===== src/rtl/pin_irq_pkg.sv =====
package pin_irq_pkg;
  localparam int REG_AW = 2;
  typedef enum logic [REG_AW-1:0] {
    A_SEL  = 2'd0,
    A_FLAG = 2'd1,
    A_PORT = 2'd2,
    A_RSVD = 2'd3
  } reg_addr_e;
endpackage


===== src/rtl/pin_irq_sync.sv =====
module pin_irq_sync #(
  parameter int W      = 1,
  parameter int STAGES = 2
) (
  input  logic         clk,
  input  logic         rst_n,
  input  logic [W-1:0] d,
  output logic [W-1:0] q
);
  logic [W-1:0] chain [STAGES];

  always_ff @(posedge clk or negedge rst_n) begin
    if (!rst_n) begin
      for (int s = 0; s < STAGES; s++) chain[s] <= '0;
    end else begin
      chain[0] <= d;
      for (int s = 1; s < STAGES; s++) chain[s] <= chain[s-1];
    end
  end

  assign q = chain[STAGES-1];
endmodule


===== src/rtl/pin_irq_edge_chan.sv =====
module pin_irq_edge_chan (
  input  logic clk,
  input  logic rst_n,
  input  logic lvl,
  input  logic fall_sel,
  input  logic clr,
  output logic evt,
  output logic flag
);
  logic lvl_q;
  logic hit;

  // polarity picks which transition counts; it never mixes into the level
  assign hit = fall_sel ? (lvl_q & ~lvl) : (~lvl_q & lvl);

  always_ff @(posedge clk or negedge rst_n) begin
    if (!rst_n) begin
      lvl_q <= 1'b0;
      evt   <= 1'b0;
      flag  <= 1'b0;
    end else begin
      lvl_q <= lvl;
      evt   <= hit;
      flag  <= hit | (flag & ~clr);
    end
  end
endmodule


===== src/rtl/pin_irq_group.sv =====
module pin_irq_group #(
  parameter int W = 4
) (
  input  logic         clk,
  input  logic         rst_n,
  input  logic [W-1:0] lvl,
  input  logic         snap,
  input  logic         clr,
  output logic         evt,
  output logic         flag
);
  logic [W-1:0] ref_q;
  logic         mism;
  logic         mism_q;

  assign mism = |(lvl ^ ref_q);

  always_ff @(posedge clk or negedge rst_n) begin
    if (!rst_n) begin
      ref_q  <= '0;
      mism_q <= 1'b0;
      evt    <= 1'b0;
      flag   <= 1'b0;
    end else begin
      if (snap) ref_q <= lvl;
      mism_q <= mism;
      evt    <= mism & ~mism_q;
      flag   <= mism | (flag & ~clr);
    end
  end
endmodule


===== src/rtl/pin_irq_regs.sv =====
module pin_irq_regs
  import pin_irq_pkg::*;
#(
  parameter int N_EXT = 3,
  parameter int N_GRP = 4,
  parameter int DW    = 8
) (
  input  logic              clk,
  input  logic              rst_n,
  input  logic              reg_wr,
  input  logic              reg_rd,
  input  logic [REG_AW-1:0] reg_addr,
  input  logic [DW-1:0]     reg_wdata,
  input  logic [N_EXT-1:0]  ext_flag,
  input  logic              grp_flag,
  input  logic [N_GRP-1:0]  grp_lvl,
  output logic [N_EXT-1:0]  fall_sel,
  output logic [N_EXT-1:0]  ext_clr,
  output logic              grp_clr,
  output logic              port_snap,
  output logic [DW-1:0]     reg_rdata
);
  localparam int FLAG_W = N_EXT + 1;

  logic          wr_flag;
  logic [DW-1:0] rd_mux;
  logic          wdata_unused;

  assign wdata_unused = ^reg_wdata[DW-1:FLAG_W];
  assign wr_flag   = reg_wr && (reg_addr == A_FLAG);
  assign ext_clr   = wr_flag ? reg_wdata[N_EXT-1:0] : '0;
  assign grp_clr   = wr_flag & reg_wdata[N_EXT];
  assign port_snap = reg_rd && (reg_addr == A_PORT);

  always_ff @(posedge clk or negedge rst_n) begin
    if (!rst_n) fall_sel <= '0;
    else if (reg_wr && (reg_addr == A_SEL)) fall_sel <= reg_wdata[N_EXT-1:0];
  end

  always_comb begin
    rd_mux = '0;
    case (reg_addr)
      A_SEL:   rd_mux[N_EXT-1:0]  = fall_sel;
      A_FLAG:  rd_mux[FLAG_W-1:0] = {grp_flag, ext_flag};
      A_PORT:  rd_mux[N_GRP-1:0]  = grp_lvl;
      default: rd_mux = '0;
    endcase
  end

  always_ff @(posedge clk or negedge rst_n) begin
    if (!rst_n) reg_rdata <= '0;
    else if (reg_rd) reg_rdata <= rd_mux;
  end
endmodule


===== src/rtl/pin_irq_detect.sv =====
module pin_irq_detect
  import pin_irq_pkg::*;
#(
  parameter int N_EXT  = 3,
  parameter int N_GRP  = 4,
  parameter int DW     = 8,
  parameter int STAGES = 2
) (
  input  logic              clk,
  input  logic              rst_n,
  input  logic [N_EXT-1:0]  ext_pin,
  input  logic [N_GRP-1:0]  grp_pin,
  input  logic              reg_wr,
  input  logic              reg_rd,
  input  logic [REG_AW-1:0] reg_addr,
  input  logic [DW-1:0]     reg_wdata,
  output logic [DW-1:0]     reg_rdata,
  output logic [N_EXT-1:0]  ext_event,
  output logic [N_EXT-1:0]  ext_flag,
  output logic              grp_event,
  output logic              grp_flag
);
  localparam int NPIN = N_EXT + N_GRP;

  logic [NPIN-1:0]  pin_s;
  logic [N_EXT-1:0] fall_sel;
  logic [N_EXT-1:0] ext_clr;
  logic             grp_clr;
  logic             port_snap;

  pin_irq_sync #(.W(NPIN), .STAGES(STAGES)) u_sync (
    .clk(clk), .rst_n(rst_n), .d({grp_pin, ext_pin}), .q(pin_s)
  );

  for (genvar i = 0; i < N_EXT; i++) begin : g_chan
    pin_irq_edge_chan u_chan (
      .clk(clk), .rst_n(rst_n), .lvl(pin_s[i]), .fall_sel(fall_sel[i]),
      .clr(ext_clr[i]), .evt(ext_event[i]), .flag(ext_flag[i])
    );
  end

  pin_irq_group #(.W(N_GRP)) u_grp (
    .clk(clk), .rst_n(rst_n), .lvl(pin_s[N_EXT +: N_GRP]), .snap(port_snap),
    .clr(grp_clr), .evt(grp_event), .flag(grp_flag)
  );

  pin_irq_regs #(.N_EXT(N_EXT), .N_GRP(N_GRP), .DW(DW)) u_regs (
    .clk(clk), .rst_n(rst_n), .reg_wr(reg_wr), .reg_rd(reg_rd),
    .reg_addr(reg_addr), .reg_wdata(reg_wdata), .ext_flag(ext_flag),
    .grp_flag(grp_flag), .grp_lvl(pin_s[N_EXT +: N_GRP]), .fall_sel(fall_sel),
    .ext_clr(ext_clr), .grp_clr(grp_clr), .port_snap(port_snap),
    .reg_rdata(reg_rdata)
  );
endmodule


===== config.mk =====
export PLATFORM = sky130hd
export DESIGN_NAME = pin_irq_detect
export DESIGN_NICKNAME = d
export VERILOG_FILES = /design/src/rtl/pin_irq_pkg.sv /design/src/rtl/pin_irq_sync.sv /design/src/rtl/pin_irq_edge_chan.sv /design/src/rtl/pin_irq_group.sv /design/src/rtl/pin_irq_regs.sv /design/src/rtl/pin_irq_detect.sv
export SDC_FILE = /design/constraint.sdc
export NUM_CORES = 1
export LEC_CHECK = 0
export BUFFER_PORTS_ARGS = -buffer_cell sky130_fd_sc_hd__buf_4
export CAP_MARGIN = 10
export CORE_MARGIN = 2
export CORE_UTILIZATION = 40
export CTS_BUF_LIST = sky130_fd_sc_hd__clkbuf_16
export CTS_CLUSTER_SIZE = 14
export DETAILED_ROUTE_END_ITERATION = 10
export PLACE_DENSITY_LB_ADDON = 0.15
export SLEW_MARGIN = 10
export SYNTH_ARGS = -nofsm -noshare
export SYNTH_HDL_FRONTEND = slang
export SYNTH_SLANG_ARGS = --single-unit

===== constraint.sdc =====
create_clock -name clk -period 1.9 [get_ports clk]
set_input_delay 0.38 -clock clk [delete_from_list [all_inputs] [get_ports clk]]
set_output_delay 0.38 -clock clk [all_outputs]
set_load 0.1 [all_outputs]

Word level (Yosys, flattened, before mapping). Index checks and enable logic that the tools add are counted. Widths: inputs -> output; s select.

Register bits after elaboration: 37. Logic and storage cells: 58. Output and inout bits: 16. Input port bits: 21.

Bitwise gates (word level): 28. Reduce and logical (&&, ||, !) cells: 5. Multiplexer cells: 6. Eq/ne operators: 2.

Operators with widths (number): $and 1x1->1 (12); $not 1->1 (11); $pmux 3 s3 (1); $or 1x1->1 (4); $reduce_or 4->1 (1); $xor 4x4->4 (1); $logic_and 1x1->1 (3); $mux 1 (3); $mux 3 (1); $eq 2x1->1 const B (1); $eq 2x2->1 const B (1); $logic_not 2->1 (1); $pmux 1 s2 (1).

Depth between registers and ports, before layout.
Depth after elaboration: 6. Mapped depth: 6. Gate-level depth less buffers: 5.

Cells and area by module. From an unflattened synthesis, not the netlist that was laid out.

Cell total of the unflattened synthesis: 106. Area, all modules: 1483.9 um^2.

By module, submodules not included: pin_irq_regs (instances 1, area an instance 436.7 um^2, cells each 41); pin_irq_sync (instances 1, area an instance 402.9 um^2, cells each 21); pin_irq_edge_chan (instances 3, area an instance 120.1 um^2, cells each 8); pin_irq_group (instances 1, area an instance 284.0 um^2, cells each 20).

Worst setup path before layout. OpenSTA, ideal clock, no wires.

Kind: reg-to-output. Start: register u_grp.flag. End: output port grp_flag. Data arrival time: 0.912 ns. Setup slack: 0.608 ns. Path buffers: 0. Stages on the path, launching flop included: 1. Cells stage by stage: dfrtp_1.

RTL lines: start, declared (line pin_irq_group.sv:10) `output logic flag`; start signal, assigned (line pin_irq_group.sv:28) `flag <= mism | (flag & ~clr);`; end, declared (line pin_irq_detect.sv:21) `output logic grp_flag`.

No word-level cell between the ends.

Worst setup path after layout.
Start: register g_chan[0].u_chan.flag. End: output port ext_flag[0].

RTL lines: start, declared (line pin_irq_edge_chan.sv:8) `output logic flag`; start signal, assigned (line pin_irq_edge_chan.sv:24) `flag <= hit | (flag & ~clr);`; end, declared (line pin_irq_detect.sv:19) `output logic [N_EXT-1:0] ext_flag,`.

No word-level cell between the ends.

==> flow_metrics.tcl <==
set metrics [dict create \
    final_layout_size_suffix_gt1_share_pct 31.3 \
    dieArea_um2 3990 \
    row_count 21 \
    critPathMaxStageDelay_ns 0.38 \
    power_density_nw_per_um2 1230 \
    place_inst 169 \
    worstPathCellList "buf_4" \
    numCtsBuffers 5 \
    hpwl_um 1540 \
    hold_violations 0 \
    die_y_um 63.1 \
    cts.clk_slew.worst_paths_ns 0.05 \
    clock_latency_ns 0.27 \
    fmaxAchievable_mhz 749 \
    netlist_area_um2 1400 \
    num_io_pins 37 \
    grt_first_pass_wirelength_um 3640 \
    ys_ff_latch 37 \
    placed_area_um2 1600 \
    grt_use_total_pct 12.5 \
    final_area_um2 1740 \
    path_buf_inv 1 \
    place.gp.congestion 0.733 \
    ys_seq_area_share_pct 66.2 \
    cp.required_ns 1.52 \
    n_antenna_cell 0 \
    ant_nets 0 \
    startpoint "g_chan[0].u_chan.flag$_DFF_PN0_" \
    postCtsResizedCells 0 \
    drc_errors 0 \
    slew_violations 0 \
    cts_tree "done" \
    first_iter_violations 52 \
    nets 155 \
    fin_crit_ns 1.34 \
    clockBufferDepth 2 \
    antenna_found_initial 0 \
    core-area_um2 3340 \
    rsz0062_at_grt "no" \
    final.setup.tns_ns 0 \
    worst_ep_arrival_time_ns 0.96 \
    netlist_instances 103 \
    vdd_drop_max_mv 0.625 \
    crit_fanout 3 \
    crit_slowest_cell "dfrtp_1" \
    criticalPathCategory "reg2out" \
    grt_pass1_vias 780 \
    cp-end-kind "output pin" \
    wl_um 2160 \
    hold_buffers 0 \
    grt_max_degree 38 \
    drtPass1Iterations 4 \
    fin_skew_ns 0.00492 \
    yosys_warnings 0 \
    vias_per_cell 4.49 \
    hold-worst-slack_ns 0.0478 \
    worstHoldPathType "in2async" \
    crit_family "flip-flops" \
    area_delta_synth_final_pct 24.1 \
    start_util_pct 41.9 \
    clkSinkCount 37 \
    cap_viol_max_count 0 \
    dieWidth_um 63.1 \
    setup_viol 0 \
    dr_total_vias 795 \
    synth_cell_types 19 \
    total_power_uw 2130 \
    worstSetupStartpointType "flip-flop" \
    status "finished clean" \
    port_buffers 28 \
    h-tree-depth 2 \
    rr_startpoint "u_sync.q[4]$_DFF_PN0_" \
    post-cts-setup-buffers 0 \
    routedWlPerCell_um 12.2 \
    fin_cells 177 \
    clock_tree.root_cell "clkbuf_16" \
    p_leak_uw 0.000824 \
    grt-ovfl-total 0 \
    min_period_over_period_pct 70.3 \
    syn_avg_cell_area_um2 13.6 \
]
==> metrics by stage <==
stage          utilization, %  setup WS [ns]
4_1_cts                  52.0          0.559
6_report                 52.0          0.565
3_3_place_gp             47.9          0.443
5_1_grt                  52.0          0.534
2_1_floorplan               -          0.608
3_5_place_dp             47.9          0.427
==> path summary, 6_finish.rpt <==
path	end	cells after the start	slack, ns
max reg2reg	u_grp.flag$_DFF_PN0_	3	0.73
min	g_chan[2].u_chan.evt$_DFF_PN0_	1	0.05
min reg2reg	u_sync.q[2]$_DFF_PN0_	0	0.34
max in group asynchronous	g_chan[0].u_chan.evt$_DFF_PN0_	1	1.53
max	ext_flag[0]	1	0.56
min in group clk	u_sync.chain[12]$_DFF_PN0_	1	0.21
==> cell families after synthesis <==
| group | share of synthesized area, % |
|---|---|
| DFF | 66.2 |
| and+or+nand+nor | 7.07 |
| buffers and inverters | 7.51 |
| AOI/OAI and AO/OA | 7.25 |
| muxes | 5.64 |
| adders and majority gates | 3.58 |
| xor gates and xnor gates | 2.50 |
| other | 0.268 |
==> layout make-up <==
| class | instances | area [µm²] |
|---|---|---|
| clock buffer | 5 | 125 |
| clock inverter | 3 | 11.3 |
| fill | 308 | 1600 |
| inverter | 7 | 26.3 |
| multi-input combinational | 51 | 379 |
| sequential | 37 | 926 |
| tap | 46 | 57.6 |
| timing repair buffer | 28 | 210 |
==> flip-flops by register name, indices dropped and copies added (netlist names) <==
name,count
u_grp.flag,1
g_chan.u_chan.lvl_q,3
u_grp.ref_q,4
g_chan.u_chan.flag,3
u_grp.mism_q,1
u_sync.chain,7
u_regs.fall_sel,3
g_chan.u_chan.evt,3
u_regs.reg_rdata,4
u_grp.evt,1
u_sync.q,7
==> routing by layer <==
| metal | up-vias | track usage (%) | part of all wire, % |
|---|---|---|---|
| met5 | - | 0 | 0 |
| met4 | 0 | 6.67 | 2.5 |
| met3 | 5 | 5.89 | 6.9 |
| met2 | 27 | 18.1 | 43 |
| met1 | 373 | 15.4 | 48 |
| li1 | 390 | - | - |
==> synth_stat cells <==
cell / count / area, µm²
ha_1: 4 / 50.1
o22ai_1: 5 / 31.3
a21o_1: 3 / 22.5
nand3b_1: 2 / 15.0
a22oi_1: 1 / 7.51
a222oi_1: 3 / 30.0
clkbuf_1: 1 / 3.75
nor4_2: 1 / 12.5
inv_1: 7 / 26.3
o21ai_0: 2 / 10.0
nand2_1: 6 / 22.5
xor2_1: 4 / 35.0
mux2_2: 7 / 78.8
conb_1: 1 / 3.75
nor2_1: 1 / 3.75
dfrtp_1: 37 / 926
buf_4: 10 / 75.1
nand2b_1: 4 / 25.0
nand3_1: 4 / 20.0
==> power breakdown <==
part           total (µW)  switching (µW)  internal [µW]
Combinational         471             348            123
Clock                 744             273            470
Sequential            917            47.6            869
==> cells in the final DEF (no fill, tap or decap), drive strengths merged <==
master and instances:
nand3b 2, nand2 6, xor2 4, nand2b 4
inv 10, o21ai 2, a222oi 3, nand3 4
buf 28, ha 4, dfrtp 37, nor4 1
a21o 3, a22oi 1, o22ai 5, nor2 1
conb 4, clkbuf 5, mux2 7
Note: power is estimated with default switching activity, not from simulation.
